==> src/rtl/rpg_pkg.sv <==
package rpg_pkg;

    // Ripple tolerance as a fixed-point fraction: 205 / 8192 ~= 2.5 %
    localparam int unsigned TOL_NUM = 205;
    localparam int unsigned TOL_SH  = 13;

    // Split angle for a ratio step, in units of 2^aw per turn.
    function automatic int unsigned split_angle(input int unsigned r,
                                                input int unsigned rmax,
                                                input int unsigned aw);
        real turn_frac;
        turn_frac = $acos(real'(r) / real'(rmax)) / (2.0 * 3.14159265358979);
        return $rtoi(turn_frac * (2.0 ** aw) + 0.5);
    endfunction

endpackage

==> src/rtl/rpg_phi_slew.sv <==
module rpg_phi_slew #(
    parameter int unsigned ANG_W = 16,
    parameter int unsigned R_W   = 8
) (
    input  logic             clk,
    input  logic             rst_n,
    input  logic             tick,
    input  logic [R_W-1:0]   ratio,
    output logic [ANG_W-1:0] phi_next,
    output logic [ANG_W-1:0] phi_now
);
    import rpg_pkg::*;

    localparam int unsigned RN      = 1 << R_W;
    localparam logic [ANG_W-1:0] QUARTER = ANG_W'(1) << (ANG_W - 2);

    typedef struct packed {
        logic [ANG_W-1:0] phi;
    } slew_t;

    logic [ANG_W-1:0] rom [RN];
    slew_t s_d, s_q;
    logic [ANG_W-1:0] target;

    for (genvar i = 0; i < RN; i++) begin : g_rom
        assign rom[i] = ANG_W'(split_angle(i, RN - 1, ANG_W));
    end

    assign target = rom[ratio];

    always_comb begin
        s_d = s_q;
        if (tick) begin
            if (s_q.phi < target)
                s_d.phi = s_q.phi + ANG_W'(1);
            else if (s_q.phi > target)
                s_d.phi = s_q.phi - ANG_W'(1);
        end
    end

    always_ff @(posedge clk) begin
        if (!rst_n)
            s_q <= '{phi: QUARTER};
        else
            s_q <= s_d;
    end

    assign phi_next = s_d.phi;
    assign phi_now  = s_q.phi;
endmodule

==> src/rtl/rpg_ripple_mon.sv <==
module rpg_ripple_mon #(
    parameter int unsigned ACC_W  = 32,
    parameter int unsigned HOLD_W = 16
) (
    input  logic              clk,
    input  logic              rst_n,
    input  logic              tick,
    input  logic              freq_change,
    input  logic [ACC_W-1:0]  ftw,
    input  logic [ACC_W-1:0]  speed_meas,
    input  logic [HOLD_W-1:0] holdoff_ticks,
    output logic              fault,
    output logic              blanking
);
    import rpg_pkg::*;

    localparam int unsigned MW = ACC_W + $clog2(TOL_NUM + 1);

    typedef struct packed {
        logic [HOLD_W-1:0] cnt;
        logic              flt;
    } mon_t;

    mon_t s_d, s_q;
    logic [MW-1:0]    prod;
    logic [MW-1:0]    window;
    logic [ACC_W-1:0] dev;
    logic             outside;

    always_comb begin
        prod    = MW'(ftw) * MW'(TOL_NUM);
        window  = prod >> TOL_SH;
        dev     = (speed_meas > ftw) ? (speed_meas - ftw) : (ftw - speed_meas);
        outside = MW'(dev) > window;

        s_d = s_q;
        if (tick)
            s_d.flt = (freq_change || s_q.cnt != '0) ? 1'b0 : outside;
        if (freq_change)
            s_d.cnt = holdoff_ticks;
        else if (tick && s_q.cnt != '0)
            s_d.cnt = s_q.cnt - HOLD_W'(1);
    end

    always_ff @(posedge clk) begin
        if (!rst_n)
            s_q <= '0;
        else
            s_q <= s_d;
    end

    assign fault    = s_q.flt;
    assign blanking = s_q.cnt != '0;
endmodule

==> src/rtl/rotor_phase_gen.sv <==
module rotor_phase_gen #(
    parameter int unsigned ACC_W  = 32,
    parameter int unsigned ANG_W  = 16,
    parameter int unsigned R_W    = 8,
    parameter int unsigned HOLD_W = 16
) (
    input  logic              clk,
    input  logic              rst_n,
    input  logic              tick,
    input  logic              cmd_valid,
    input  logic [ACC_W-1:0]  cmd_ftw,
    input  logic [R_W-1:0]    cmd_ratio,
    input  logic [HOLD_W-1:0] holdoff_ticks,
    input  logic [ACC_W-1:0]  speed_meas,
    output logic [ANG_W-1:0]  ang_a1,
    output logic [ANG_W-1:0]  ang_a2,
    output logic [ANG_W-1:0]  ang_b1,
    output logic [ANG_W-1:0]  ang_b2,
    output logic              ripple_fault
);
    localparam int unsigned BASE_LSB = ACC_W - ANG_W;

    typedef struct packed {
        logic [ACC_W-1:0] acc;
        logic [ACC_W-1:0] ftw;
        logic [R_W-1:0]   ratio;
        logic [ANG_W-1:0] a1;
        logic [ANG_W-1:0] a2;
        logic [ANG_W-1:0] b1;
        logic [ANG_W-1:0] b2;
    } top_t;

    top_t s_d, s_q;
    logic [ANG_W-1:0] phi_next;
    logic [ANG_W-1:0] phi_now;
    logic [ANG_W-1:0] base;
    logic [ANG_W-1:0] lead;
    logic [ANG_W-1:0] lag;
    logic             freq_change;
    logic             blanking;

    rpg_phi_slew #(.ANG_W(ANG_W), .R_W(R_W)) u_slew (
        .clk      (clk),
        .rst_n    (rst_n),
        .tick     (tick),
        .ratio    (s_q.ratio),
        .phi_next (phi_next),
        .phi_now  (phi_now)
    );

    rpg_ripple_mon #(.ACC_W(ACC_W), .HOLD_W(HOLD_W)) u_mon (
        .clk           (clk),
        .rst_n         (rst_n),
        .tick          (tick),
        .freq_change   (freq_change),
        .ftw           (s_q.ftw),
        .speed_meas    (speed_meas),
        .holdoff_ticks (holdoff_ticks),
        .fault         (ripple_fault),
        .blanking      (blanking)
    );

    assign freq_change = cmd_valid && (cmd_ftw != s_q.ftw);

    always_comb begin
        s_d = s_q;
        if (cmd_valid) begin
            s_d.ftw   = cmd_ftw;
            s_d.ratio = cmd_ratio;
        end
        if (tick)
            s_d.acc = s_q.acc + s_q.ftw;
        base = s_d.acc[ACC_W-1:BASE_LSB];
        lead = base + phi_next;
        lag  = base - phi_next;
        if (tick) begin
            s_d.a1 = lead;
            s_d.a2 = ANG_W'(0) - lead;
            s_d.b1 = lag;
            s_d.b2 = ANG_W'(0) - lag;
        end
    end

    always_ff @(posedge clk) begin
        if (!rst_n)
            s_q <= '0;
        else
            s_q <= s_d;
    end

    assign ang_a1 = s_q.a1;
    assign ang_a2 = s_q.a2;
    assign ang_b1 = s_q.b1;
    assign ang_b2 = s_q.b2;
endmodule

==> config.mk <==
export PLATFORM = sky130hd
export DESIGN_NAME = rotor_phase_gen
export DESIGN_NICKNAME = d
export VERILOG_FILES = /design/src/rtl/rpg_pkg.sv /design/src/rtl/rpg_phi_slew.sv /design/src/rtl/rpg_ripple_mon.sv /design/src/rtl/rotor_phase_gen.sv
export SDC_FILE = /design/constraint.sdc
export NUM_CORES = 1
export LEC_CHECK = 0
export ABC_CLOCK_PERIOD_IN_PS = 17500
export CORE_AREA = 2 2 145 289
export CTS_BUF_LIST = sky130_fd_sc_hd__clkbuf_4 sky130_fd_sc_hd__clkbuf_8
export CTS_CLUSTER_SIZE = 12
export DETAILED_ROUTE_END_ITERATION = 16
export DIE_AREA = 0 0 147 291
export PLACE_DENSITY = 0.79
export SETUP_SLACK_MARGIN = 0.15
export SKIP_CTS_REPAIR_TIMING = 1
export SLEW_MARGIN = 20
export SYNTH_ARGS = -nofsm -noshare
export SYNTH_HDL_FRONTEND = slang
export SYNTH_SLANG_ARGS = --single-unit
==> constraint.sdc <==
create_clock -name clk -period 17.5 [get_ports clk]
set_input_delay 2.625 -clock clk [delete_from_list [all_inputs] [get_ports clk]]
set_output_delay 2.625 -clock clk [all_outputs]
set_load 0.1 [all_outputs]
==> out/results.txt <==
run status -> finished clean
drc violations -> 0
core area -> 0.0407 mm2
final instance area -> 0.0254 mm2
global-route wire length before repair -> 117,000 um
TritonCTS clock tree -> built
Detailed Route WL -> 73,600 um
# placed instances -> 3,612
CP Data Required Time -> 17.84 ns
Hold Path Class -> reg -> reg
top-area cell type share of the netlist area -> 15.9%
Starting Density -> 58.0%
Inserted Diodes -> 0
final setup fails -> 0
Vias/cell -> 6.26
Leak Pwr -> 11.6 nW
PwrDens -> 117 mW/mm2
Placer Congestion -> 1.01
Synth area leader -> ha_1
worst skew pair latency -> 0.49 ns
clock sink count -> 166
mapped cell area -> 0.0236 mm2
CP peak stage delay -> 0.91 ns
Chip Width -> 147 um
vias in the first global route -> 21,683
RSZ-0062 raised after global routing -> false
Post-Syn Nets -> 3,601
Cell Area, Placed -> 0.0250 mm2
Core Util, Final -> 62.4%
clock period minus worst slack -> 9.25 ns
CP max-delay cell -> ha_1
1st-pass router iterations -> 8
Final period util -> 52.8%
Syn-to-layout area delta -> 7.50%
Seq/Total Area, Yosys -> 14.1%
Yosys reg bits -> 166
max-slew headroom at the worst pin -> 25.8%
Reg clk slew, reported paths -> 0.10 ns
1st-iter DRT viols -> 2,264
Syn Area/Cell -> 7.58 um2
Nets -> 3,577
# H-tree levels -> 4
CP bufs+invs -> 3
post-route ant nets -> 0
Post-synth EDFFs -> 0
Crit path max-delay family -> compound AO/OA/AOI/OAI gates
f_max -> 0.108 GHz
total grt overflow -> 0
synth warn -> 0
filler instances -> 3,727
Worst Path Max Fanout -> 27
CP Capture Type -> flip-flop
final setup TNS -> 0 ns
via count -> 22,826
row count -> 105
GRT Util Overall -> 33.7%
Main synth FF type -> dfxtp_1
async set-reset flop share out of synthesis -> 0%
maximum number of pins on one net before global-route repair -> 102
CTS Buf Count -> 17
total design power -> 0.00296 W
Routed wire per std cell -> 20.2 um
initial antenna violation count -> 2
IO Count -> 157
Max-cap violations -> 0
Distinct cells, synth -> 99
share of layout cells above drive strength 1 -> 4.15%
Port Buffers -> 156
VDD IR max -> 101 uV
CP most frequent cell -> a21oi_1
Setup Crit Path Kind -> reg -> reg
Slew Limit Fails -> 0
CP arrival -> 9.58 ns
Startpoint Class -> flip-flop
Mapped Cells -> 3,120
clk buf depth -> 2
synth top area cells -> ha_1 16%, dfxtp_1 14%, fa_1 7.5%, a21oi_1 5.5%, nor2_1 5.3%
Worst Tran Pin Value -> 1.09 ns
HPWL Detailed -> 57,000 um
Worst Skew -> 0.0284 ns
fin cells -> 3,644
root buf cell -> clkbuf_8
Hold Vio Cnt, Final -> 0
Die ar. -> 0.0428 mm2
Die Y -> 291 um
## area by class of cell
class	instances	area, um2	share of cell area, %
clock buffer	19	262	1.03
clock inverter	13	161	0.635
tap	535	669	2.63
multi-input combinational	2423	18100	71.2
timing repair buffer	183	1760	6.91
inverter	305	1150	4.52
sequential	166	3330	13.1
## logic make-up (layout without fill, tap and decap cells)
| family | count (synthesis) | count (layout) | synth area share [%] |
|---|---|---|---|
| buf+inv | 531 | 520 | 9.45 |
| mux | 106 | 106 | 4.89 |
| compound gates | 857 | 857 | 23.3 |
| xor+xnor | 193 | 193 | 7.29 |
| fa+ha+maj | 389 | 389 | 23.4 |
| simple gates | 878 | 878 | 17.6 |
| flops | 166 | 166 | 14.1 |
## worst min-delay path, delay by kind of cell, from the launching register on
family,cells,cell delay [ns]
AOI/OAI and AO/OA,1,0.05
and+or+nand+nor,1,0.06
DFF,1,0.32
## registers in the layout, indices dropped and copies added, names as in the netlist
register and flops:
u_mon.s_q 16, ang_a1 16, u_mon.fault 1, ang_b2 15
ang_b1 15, u_slew.phi_now 16, ang_a2 15, s_q 72
## path summary, 6_finish.rpt
path                            startpoint         end  slack, ns  cells past startpoint
worst max-delay path               s_q[64]  ang_b2[15]       8.25                     32
worst min register to register   ang_a1[8]   ang_a1[8]       0.47                      2
worst min-delay path             ang_a1[8]   ang_a1[8]       0.47                      2
worst max register to register     s_q[64]  ang_b2[15]       8.25                     32
## routing by layer
layer  up-vias  share of wire, %  track usage [%]
li1      10876                 -                -
met1     10674                41             43.9
met2      1063                47             55.9
met3       209               7.2             4.48
met4         4               4.8             14.3
met5         -             0.031                0
## power breakdown
part | switching, W | internal, W | leakage (nW)
logic | 0.00138 | 0.000746 | 10.1
clock network | 0.000166 | 0.000140 | 0.210
registers | 0.0000785 | 0.000454 | 1.37
## stage by stage
step | setup slack, ns | hold WS [ns]
2_1_floorplan | 9.86 | 0.441
3_3_place_gp | 8.66 | 0.455
3_5_place_dp | 8.54 | 0.455
4_1_cts | 8.48 | 0.470
5_1_grt | 7.51 | 0.495
6_report | 8.25 | 0.468
## cells in the final DEF, fill, tap and decap left out, types with 21 or more instances in the layout
master	instances
a21o_1	70
o21bai_1	33
mux2i_1	84
xor2_1	95
or3_1	21
nand3_1	77
clkdlybuf4s50_1	154
dfxtp_1	162
nor3_1	62
fa_1	88
nand2b_1	29
xnor2_1	95
inv_1	299
o21ai_0	181
and3_1	23
nor2_1	334
a31oi_1	32
ha_1	301
nor2b_1	26
nand4_1	31
a21oi_1	260
a211oi_1	66
o211ai_1	42
nand2_1	187
buf_4	28
## cell usage after synthesis, drive strengths merged, types with 6 or more instances
master	number
nor3	63
a211oi	68
o21ai	182
nand4	31
mux2i	84
nor2b	26
or2	7
and4	11
or3	21
fa	88
nand2	187
a21oi	261
nand2b	29
nor2	336
nand3b	7
o22ai	11
nand3	77
a31oi	32
nor4	22
buf	97
inv	301
a221oi	14
o21a	13
a211o	6
dfxtp	166
a2111oi	6
o31ai	10
clkbuf	129
o21bai	33
and3	24
o221ai	7
ha	301
o2111ai	7
xor2	95
and2	22
a311oi	20
a21o	72
mux4	6
o311ai	8
o211ai	42
xnor2	98
mux2	16
a22oi	7
(Power assumes the default switching activity.)
